**src/rtl/hs_strobe_pkg.sv**
```systemverilog
package hs_strobe_pkg;

    // Strobe sequencing state: access seen, strobe line pulled low
    typedef struct packed {
        logic arm;
        logic low;
    } strb_st_t;

    // Bit positions inside ctl_mode
    localparam int unsigned MODE_OUT_BIT = 2;
    localparam int unsigned MODE_LVL_BIT = 1;
    localparam int unsigned MODE_SEL_BIT = 0;
    localparam int unsigned MODE_W       = 3;

endpackage

```
**src/rtl/hs_evt_map.sv**
```systemverilog
module hs_evt_map #(
    parameter bit SIDE_B = 1'b0
) (
    input  logic e_mode,
    input  logic sel,
    input  logic e_rise,
    input  logic e_fall,
    input  logic rd_dat,
    input  logic wr_dat,
    input  logic c1_act,
    input  logic flag_clr,
    input  logic desel_q,
    output logic acc_ev,
    output logic trig_ev,
    output logic rst_ev
);

    generate
        if (SIDE_B) begin : g_write_side
            // write strobe: armed by writes, fires on enable rise
            assign acc_ev  = wr_dat;
            assign trig_ev = e_rise;
            assign rst_ev  = e_mode ? (e_rise & desel_q) : (c1_act & flag_clr);
            logic unused_b;
            assign unused_b = rd_dat ^ e_fall ^ sel;
        end else begin : g_read_side
            // read strobe: armed by reads, fires on enable fall
            assign acc_ev  = rd_dat;
            assign trig_ev = e_fall;
            assign rst_ev  = e_mode ? (e_fall & ~sel) : c1_act;
            logic unused_a;
            assign unused_a = wr_dat ^ e_rise ^ flag_clr ^ desel_q;
        end
    endgenerate

endmodule

```
**src/rtl/hs_desel_track.sv**
```systemverilog
module hs_desel_track (
    input  logic clk,
    input  logic rst_n,
    input  logic clr,
    input  logic low_q,
    input  logic rst_ev,
    input  logic e_fall,
    input  logic sel,
    output logic desel_q
);

    logic desel_d;

    // Remember a completed deselected enable pulse while the strobe is low
    always_comb begin
        desel_d = 1'b0;
        if (!clr && low_q && !rst_ev) begin
            desel_d = desel_q | (e_fall & ~sel);
        end
    end

    always_ff @(posedge clk) begin
        if (!rst_n) desel_q <= 1'b0;
        else        desel_q <= desel_d;
    end

endmodule

```
**src/rtl/hs_strobe_gen.sv**
```systemverilog
module hs_strobe_gen
    import hs_strobe_pkg::*;
#(
    parameter bit SIDE_B = 1'b0
) (
    input  logic              clk,
    input  logic              rst_n,
    input  logic [MODE_W-1:0] ctl_mode,
    input  logic              sel,
    input  logic              e_rise,
    input  logic              e_fall,
    input  logic              rd_dat,
    input  logic              wr_dat,
    input  logic              c1_act,
    input  logic              flag_clr,
    output logic              c2_oe,
    output logic              c2_out
);

    strb_st_t st_d, st_q;
    logic     strobe_mode, e_mode;
    logic     acc_ev, trig_ev, rst_ev, desel_q;

    assign strobe_mode = ctl_mode[MODE_OUT_BIT] & ~ctl_mode[MODE_LVL_BIT];
    assign e_mode      = ctl_mode[MODE_SEL_BIT];

    hs_evt_map #(.SIDE_B(SIDE_B)) u_map (
        .e_mode  (e_mode),
        .sel     (sel),
        .e_rise  (e_rise),
        .e_fall  (e_fall),
        .rd_dat  (rd_dat),
        .wr_dat  (wr_dat),
        .c1_act  (c1_act),
        .flag_clr(flag_clr),
        .desel_q (desel_q),
        .acc_ev  (acc_ev),
        .trig_ev (trig_ev),
        .rst_ev  (rst_ev)
    );

    generate
        if (SIDE_B) begin : g_track
            hs_desel_track u_track (
                .clk    (clk),
                .rst_n  (rst_n),
                .clr    (~strobe_mode | ~e_mode),
                .low_q  (st_q.low),
                .rst_ev (rst_ev),
                .e_fall (e_fall),
                .sel    (sel),
                .desel_q(desel_q)
            );
        end else begin : g_no_track
            assign desel_q = 1'b0;
        end
    endgenerate

    always_comb begin
        st_d = st_q;
        if (!strobe_mode) begin
            st_d = '0;
        end else begin
            st_d.arm = (st_q.arm & ~trig_ev) | acc_ev;
            if (st_q.low && rst_ev)   st_d.low = 1'b0;
            if (st_q.arm && trig_ev)  st_d.low = 1'b1;
        end
    end

    always_ff @(posedge clk) begin
        if (!rst_n) st_q <= '0;
        else        st_q <= st_d;
    end

    assign c2_oe  = ctl_mode[MODE_OUT_BIT];
    assign c2_out = ~ctl_mode[MODE_OUT_BIT] |
                    (ctl_mode[MODE_LVL_BIT] ? ctl_mode[MODE_SEL_BIT] : ~st_q.low);

    // A strobe start needs the side's trigger edge in the prior cycle
    AST_FALL_HAS_TRIGGER: assert property (@(posedge clk) disable iff (!rst_n)
        (strobe_mode && $past(strobe_mode) && $fell(c2_out)) |-> $past(trig_ev));

    // Peripheral restore only on a qualified first-line edge
    AST_C1_RESTORE: assert property (@(posedge clk) disable iff (!rst_n)
        (strobe_mode && $past(strobe_mode) && !e_mode && $past(!e_mode) && $rose(c2_out))
        |-> $past(c1_act));

    // Timed restore only on the enable edge of the side
    AST_TIMED_RESTORE: assert property (@(posedge clk) disable iff (!rst_n)
        (strobe_mode && $past(strobe_mode) && e_mode && $past(e_mode) && $rose(c2_out))
        |-> $past(SIDE_B ? e_rise : (e_fall & ~sel)));

    // Low strobe holds without a restore event
    AST_LOW_HOLDS: assert property (@(posedge clk) disable iff (!rst_n)
        (strobe_mode && $past(strobe_mode) && $past(!c2_out) && $past(!rst_ev))
        |-> !c2_out);

    // Output enable drops low-level drive: idle high when not an output
    AST_IDLE_HIGH: assert property (@(posedge clk) disable iff (!rst_n)
        !c2_oe |-> c2_out);

endmodule

```
**config.mk**
```make
export PLATFORM = sky130hd
export DESIGN_NAME = hs_strobe_gen
export DESIGN_NICKNAME = d
export VERILOG_FILES = /design/src/rtl/hs_strobe_pkg.sv /design/src/rtl/hs_evt_map.sv /design/src/rtl/hs_desel_track.sv /design/src/rtl/hs_strobe_gen.sv
export SDC_FILE = /design/constraint.sdc
export NUM_CORES = 1
export LEC_CHECK = 0
export BUFFER_PORTS_ARGS = -buffer_cell sky130_fd_sc_hd__clkbuf_2
export CORE_AREA = 4 4 41 43
export DETAILED_ROUTE_END_ITERATION = 10
export DIE_AREA = 0 0 45 47
export HOLD_SLACK_MARGIN = 0.15
export SYNTH_ARGS = -nofsm -noshare
export SYNTH_HDL_FRONTEND = slang
export SYNTH_SLANG_ARGS = --single-unit
```
**constraint.sdc**
```tcl
create_clock -name clk -period 1.02 [get_ports clk]
set_input_delay 0.102 -clock clk [delete_from_list [all_inputs] [get_ports clk]]
set_output_delay 0.102 -clock clk [all_outputs]
set_load 0.01 [all_outputs]
```
After elaboration in Yosys (flattened, before gate mapping)

Index checks and enable logic that the tools add are counted.

Muxes and demuxes: 4
Bitwise logic cells: 10
Reductions and logical operators: 4

Operators by type and width:

| cell                | count |
|---|---|
| $not A1 Y1          | 5 |
| $mux W1             | 4 |
| $and A1 B1 Y1       | 3 |
| $logic_and A1 B1 Y1 | 2 |
| $or A1 B1 Y1        | 2 |
| $reduce_and A2 Y1   | 1 |
| $reduce_bool A2 Y1  | 1 |

Register bits: 2
Input port bits: 12
Word-level logic and storage cells: 20

Logic depth before layout (Yosys ltp)

Depth in word-level cells: 6
Depth in mapped cells: 3

Modules after synthesis

Synthesis repeated with hierarchy kept, for this count alone.

Cells, all modules: 18
Area, all modules: 151.4 um2

By module, submodules not included:

| module        | times used | cells each | area each (um2) | seq. area each (um2) |
|---|---|---|---|---|
| hs_strobe_gen | 1          | 13         | 120.1           | 40.0 |
| hs_evt_map    | 1          | 5          | 31.3            | 0.0 |

Worst setup path before layout

Ideal clock, no wire load.

Path type: reg2out
From: register st_q[0] in the netlist's numbering
To: output c2_out
Data arrival time: 0.544 ns
Required time: 0.918 ns
Slack: 0.374 ns
Cell stages (with the launch flop): 2
Buffers on the path: 0
Cell sequence: dfxtp_1 > o211ai_1

Word-level cells in the longest chain between the ends: 3

Ends and longest elaborated chain:

| item                   | RTL line            | text |
|---|---|---|
| start, declared        | hs_strobe_gen.sv:20 | `strb_st_t st_d, st_q;` |
| start signal, assigned | hs_strobe_gen.sv:72 | `else st_q <= st_d;` |
| $not A1 Y1             | hs_strobe_gen.sv:77 | `(ctl_mode[MODE_LVL_BIT] ? ctl_mode[MODE_SEL_BIT] : ~st_q.low);` |
| $mux W1                | hs_strobe_gen.sv:77 |  |
| $or A1 B1 Y1           | hs_strobe_gen.sv:76 | `assign c2_out = ~ctl_mode[MODE_OUT_BIT] \|` |
| end, declared          | hs_strobe_gen.sv:17 | `output logic c2_out` |

Every way passes these cells.

Worst setup path after layout

Same ends and word-level chain as after synthesis.

==> results.md <==
Place:
- The setup slack after placement is 0.302 ns.
- The congestion estimate from routability-driven global placement came to 0.655.
- Port buffering added 10 buffers.

Layout:
- The multi-input gate area in the final layout is 53.8 um2.
- After the last flow step, the layout net total stands at 41.
- From synthesis to final layout, the design area changed by 98.8%.
- The sequential cells in the finished layout cover a total of 40.0 um2.
- The count of antenna diodes in the layout is 0.
- The largest registers in the layout are st_q (2).
- The register with the highest flop count is st_q.
- The number of flip-flops under the largest register name is 2.
- The filler cells instantiated in the layout total 154.
- The share of layout cells above drive strength 1 is 48.1%.

Worst setup path:
- The worst setup path is launched from a flip-flop.
- The critical path class is flip-flop to output port.
- The worst-path maximum fanout is 2.
- At the worst endpoint, the required time is 0.92 ns.
- Traced cell by cell, the critical path runs through o211ai_1, clkbuf_2.
- The peak per-stage delay on the critical path is 0.30 ns.
- The slowest stage of the critical path is the sky130_fd_sc_hd__dfxtp_1 cell.
- For the worst setup path, the data arrival time is 0.85 ns.
- The endpoint type of the worst setup path is an output port.

Route:
- The number of nets with antenna violations after routing is 0.
- The routed wire length per instance is 7.21 um.
- The mean number of vias per cell is 3.38.
- The routed layout has 142 vias.
- The number of detailed-routing iterations run before antenna repair is 1.
- The DRC violation count after routing is 0.
- The routed wire length is 303 um.
- In this run, the number of DRC markers left after iteration 0 of detailed routing was 0.

Clock tree:
- CTS built an H-tree with a depth of 1.
- The insertion delay of the later-clocked pin in the worst-skew pair is 0.22 ns.
- The number of buffers on the longest clock path is 2.
- The number of clock buffers inserted by TritonCTS is 3.
- The clock-pin slew of the registers on the worst-case setup and hold paths is 0.03 ns.
- The master cell of the clock root buffer is sky130_fd_sc_hd__clkbuf_4.
- Post-CTS repair changed the size of 0 cells.
- The clock tree from TritonCTS is done.
- The number of sinks on the clock net is 2.

Floorplan:
- The site row count is 13.
- The die footprint is 2120 um2.
- In this run the standard cell core region covers 1300 um2.
- In this run the vertical extent of the chip is 47 um.
- In this run the count of I/O pins placed on the die edge is 14.
- The starting utilization of the core area is 8.08%.
- The die is 45 um wide.

Logic synthesis:
- The synthesized design contains 2 register bits.
- Of all flip-flops after synthesis, the portion carrying an async set or reset was 0%.
- Each instance of the synthesized netlist takes up on average 8.08 um2.
- Counting instances in the post-synthesis netlist gives the leading cell types as sky130_fd_sc_hd__dfxtp_1, sky130_fd_sc_hd__nand3b_1, sky130_fd_sc_hd__nor2_1.
- The number of nets handed over by synthesis was 25.
- Ranked by total cell area, the synthesized netlist is headed by sky130_fd_sc_hd__dfxtp_1, sky130_fd_sc_hd__nand3b_1, sky130_fd_sc_hd__a32oi_1, sky130_fd_sc_hd__buf_4, sky130_fd_sc_hd__nor2_1.
- Among all flip-flop cells after synthesis, the most frequent one is sky130_fd_sc_hd__dfxtp_1.
- Of the synthesized area, sequential elements account for 38.1%.
- The library cell occupying the most area in the post-synthesis netlist is sky130_fd_sc_hd__dfxtp_1.
- In this run, distinct cell masters in the synthesized netlist total 10.
- During synthesis, Yosys emitted a total of 0 warnings.
- The share of the synthesized area in the top cell type is 38.1%.
- The cell area that synthesis handed to floorplanning was 105 um2.
- The number of standard cells after synthesis is 13.
- The synthesized design contains 0 enable-type register cells.

Worst hold path:
- The class of the tightest hold or removal check is input pin to flip-flop.

Timing:
- The final critical path takes up 93.0% of the cycle.
- The clock arrives with 0.00135 ns of skew.
- Setup repair after global routing left no endpoint under its margin.
- The number of failing hold endpoints at the final stage came to 0.
- The final-report max-slew violation count was 0.
- Setup violations remaining at the end of the flow were counted as 0.
- After layout, the worst setup slack is 0.0718 ns.
- The slew at the pin with the worst max-slew slack is 0.148 ns.
- Counting I/O delays and the setup requirement, the final critical path takes 0.948 ns.
- The relative max-transition margin is 90.1%.
- Based on the critical path, the design can be clocked at up to 1050 MHz.
- The sum of negative setup slack is 0 ns.

Run status:
- The run finished with clean final reports.

Power and ir drop:
- The leakage power is 0.0976 nW.
- The worst-case IR drop observed on VDD is 0.161 mV.
- The power density over the cells is 1410 nW/um2.

Global route:
- The number of global-route vias before repair is 141.
- The number of antenna violations at the first check in global routing came to 0.
- The total congestion overflow after global routing is 0.
- The aggregate global-route resource usage is 4.50%.
- The first global-routing pass estimated 538 um of wire.
- Entering global routing, the biggest net connects 4 pins.

Job:
- Max-cap violations in this run came to 0.
-- worst max-delay path, delay by kind of cell (launching register included) --
family	cells	cell delay, ns
flip-flops	1	0.30
AO/OA/AOI/OAI	1	0.17
buffers and inverters	1	0.16
-- report_power, final --
part	switching, mW	internal (mW)	total, mW
clock	0.0447	0.130	0.174
combinational	0.0158	0.0242	0.0400
sequential	0.000553	0.0801	0.0807
-- cell families (layout without fill, tap and decap cells) --
kind of cell | Yosys count | in the layout | share of synthesized area (%)
simple gates | 6 | 6 | 31.0
compound gates | 3 | 3 | 20.2
flops | 2 | 2 | 38.1
buf+inv | 2 | 16 | 10.7
-- final cells by class --
type                    instances  area share (%)
flip-flops and latches          2            19.2
repair buffers                 12            33.5
well taps                      15            8.98
clock buffers                   3            10.8
inverters                       1            1.80
multi-input cells               9            25.7
-- metal layers --
| layer | track usage [%] | part of all wire, % | vias up |
|---|---|---|---|
| li1 | - | - | 75 |
| met1 | 4.07 | 43 | 52 |
| met2 | 4.24 | 30 | 13 |
| met3 | 5.75 | 24 | 2 |
| met4 | 5.26 | 3.0 | 0 |
| met5 | 0 | 0 | - |
-- final timing paths --
path,endpoint,cells after the start,from,slack [ns]
max reg2reg,st_q[0]$_SDFFE_PN0P_,2,st_q[0]$_SDFFE_PN0P_,0.38
min reg2reg,st_q[1]$_SDFF_PN0_,2,st_q[1]$_SDFF_PN0_,0.48
max,c2_out,2,st_q[0]$_SDFFE_PN0P_,0.07
min,st_q[0]$_SDFFE_PN0P_,3,e_fall,0.16
-- cell usage in the layout, fill, tap and decap left out, drive strengths merged --
| master | netlist | routed |
|---|---|---|
| dlygate4sd3 | 0 | 2 |
| dfxtp | 2 | 2 |
| nor2 | 2 | 2 |
| nand3b | 2 | 2 |
| nand2 | 1 | 1 |
| a32oi | 1 | 1 |
| nand2b | 1 | 1 |
| clkbuf | 0 | 13 |
| a21oi | 1 | 1 |
| inv | 1 | 1 |
| o211ai | 1 | 1 |
-- per-stage QoR --
stage	cell area, um2	hold WS, ns	std cells	utilization, %	power [mW]
after floorplan	105	0.219	13	-	0.0962
after global placement	166	0.332	37	12.8	0.116
after detailed placement	166	0.334	37	12.8	0.116
after CTS	209	0.160	42	16.1	0.307
after global routing	209	0.193	42	16.1	0.327
final	209	0.162	42	16.1	0.295
-- what timing repair did --
item / CTS / global route
setup endpoints to repair: 0 / 0
buffers inserted: 0 / 0
hold endpoints to repair: 2 / 0
hold buffers: 2 / 0
Note: power is estimated with default switching activity, not from simulation.
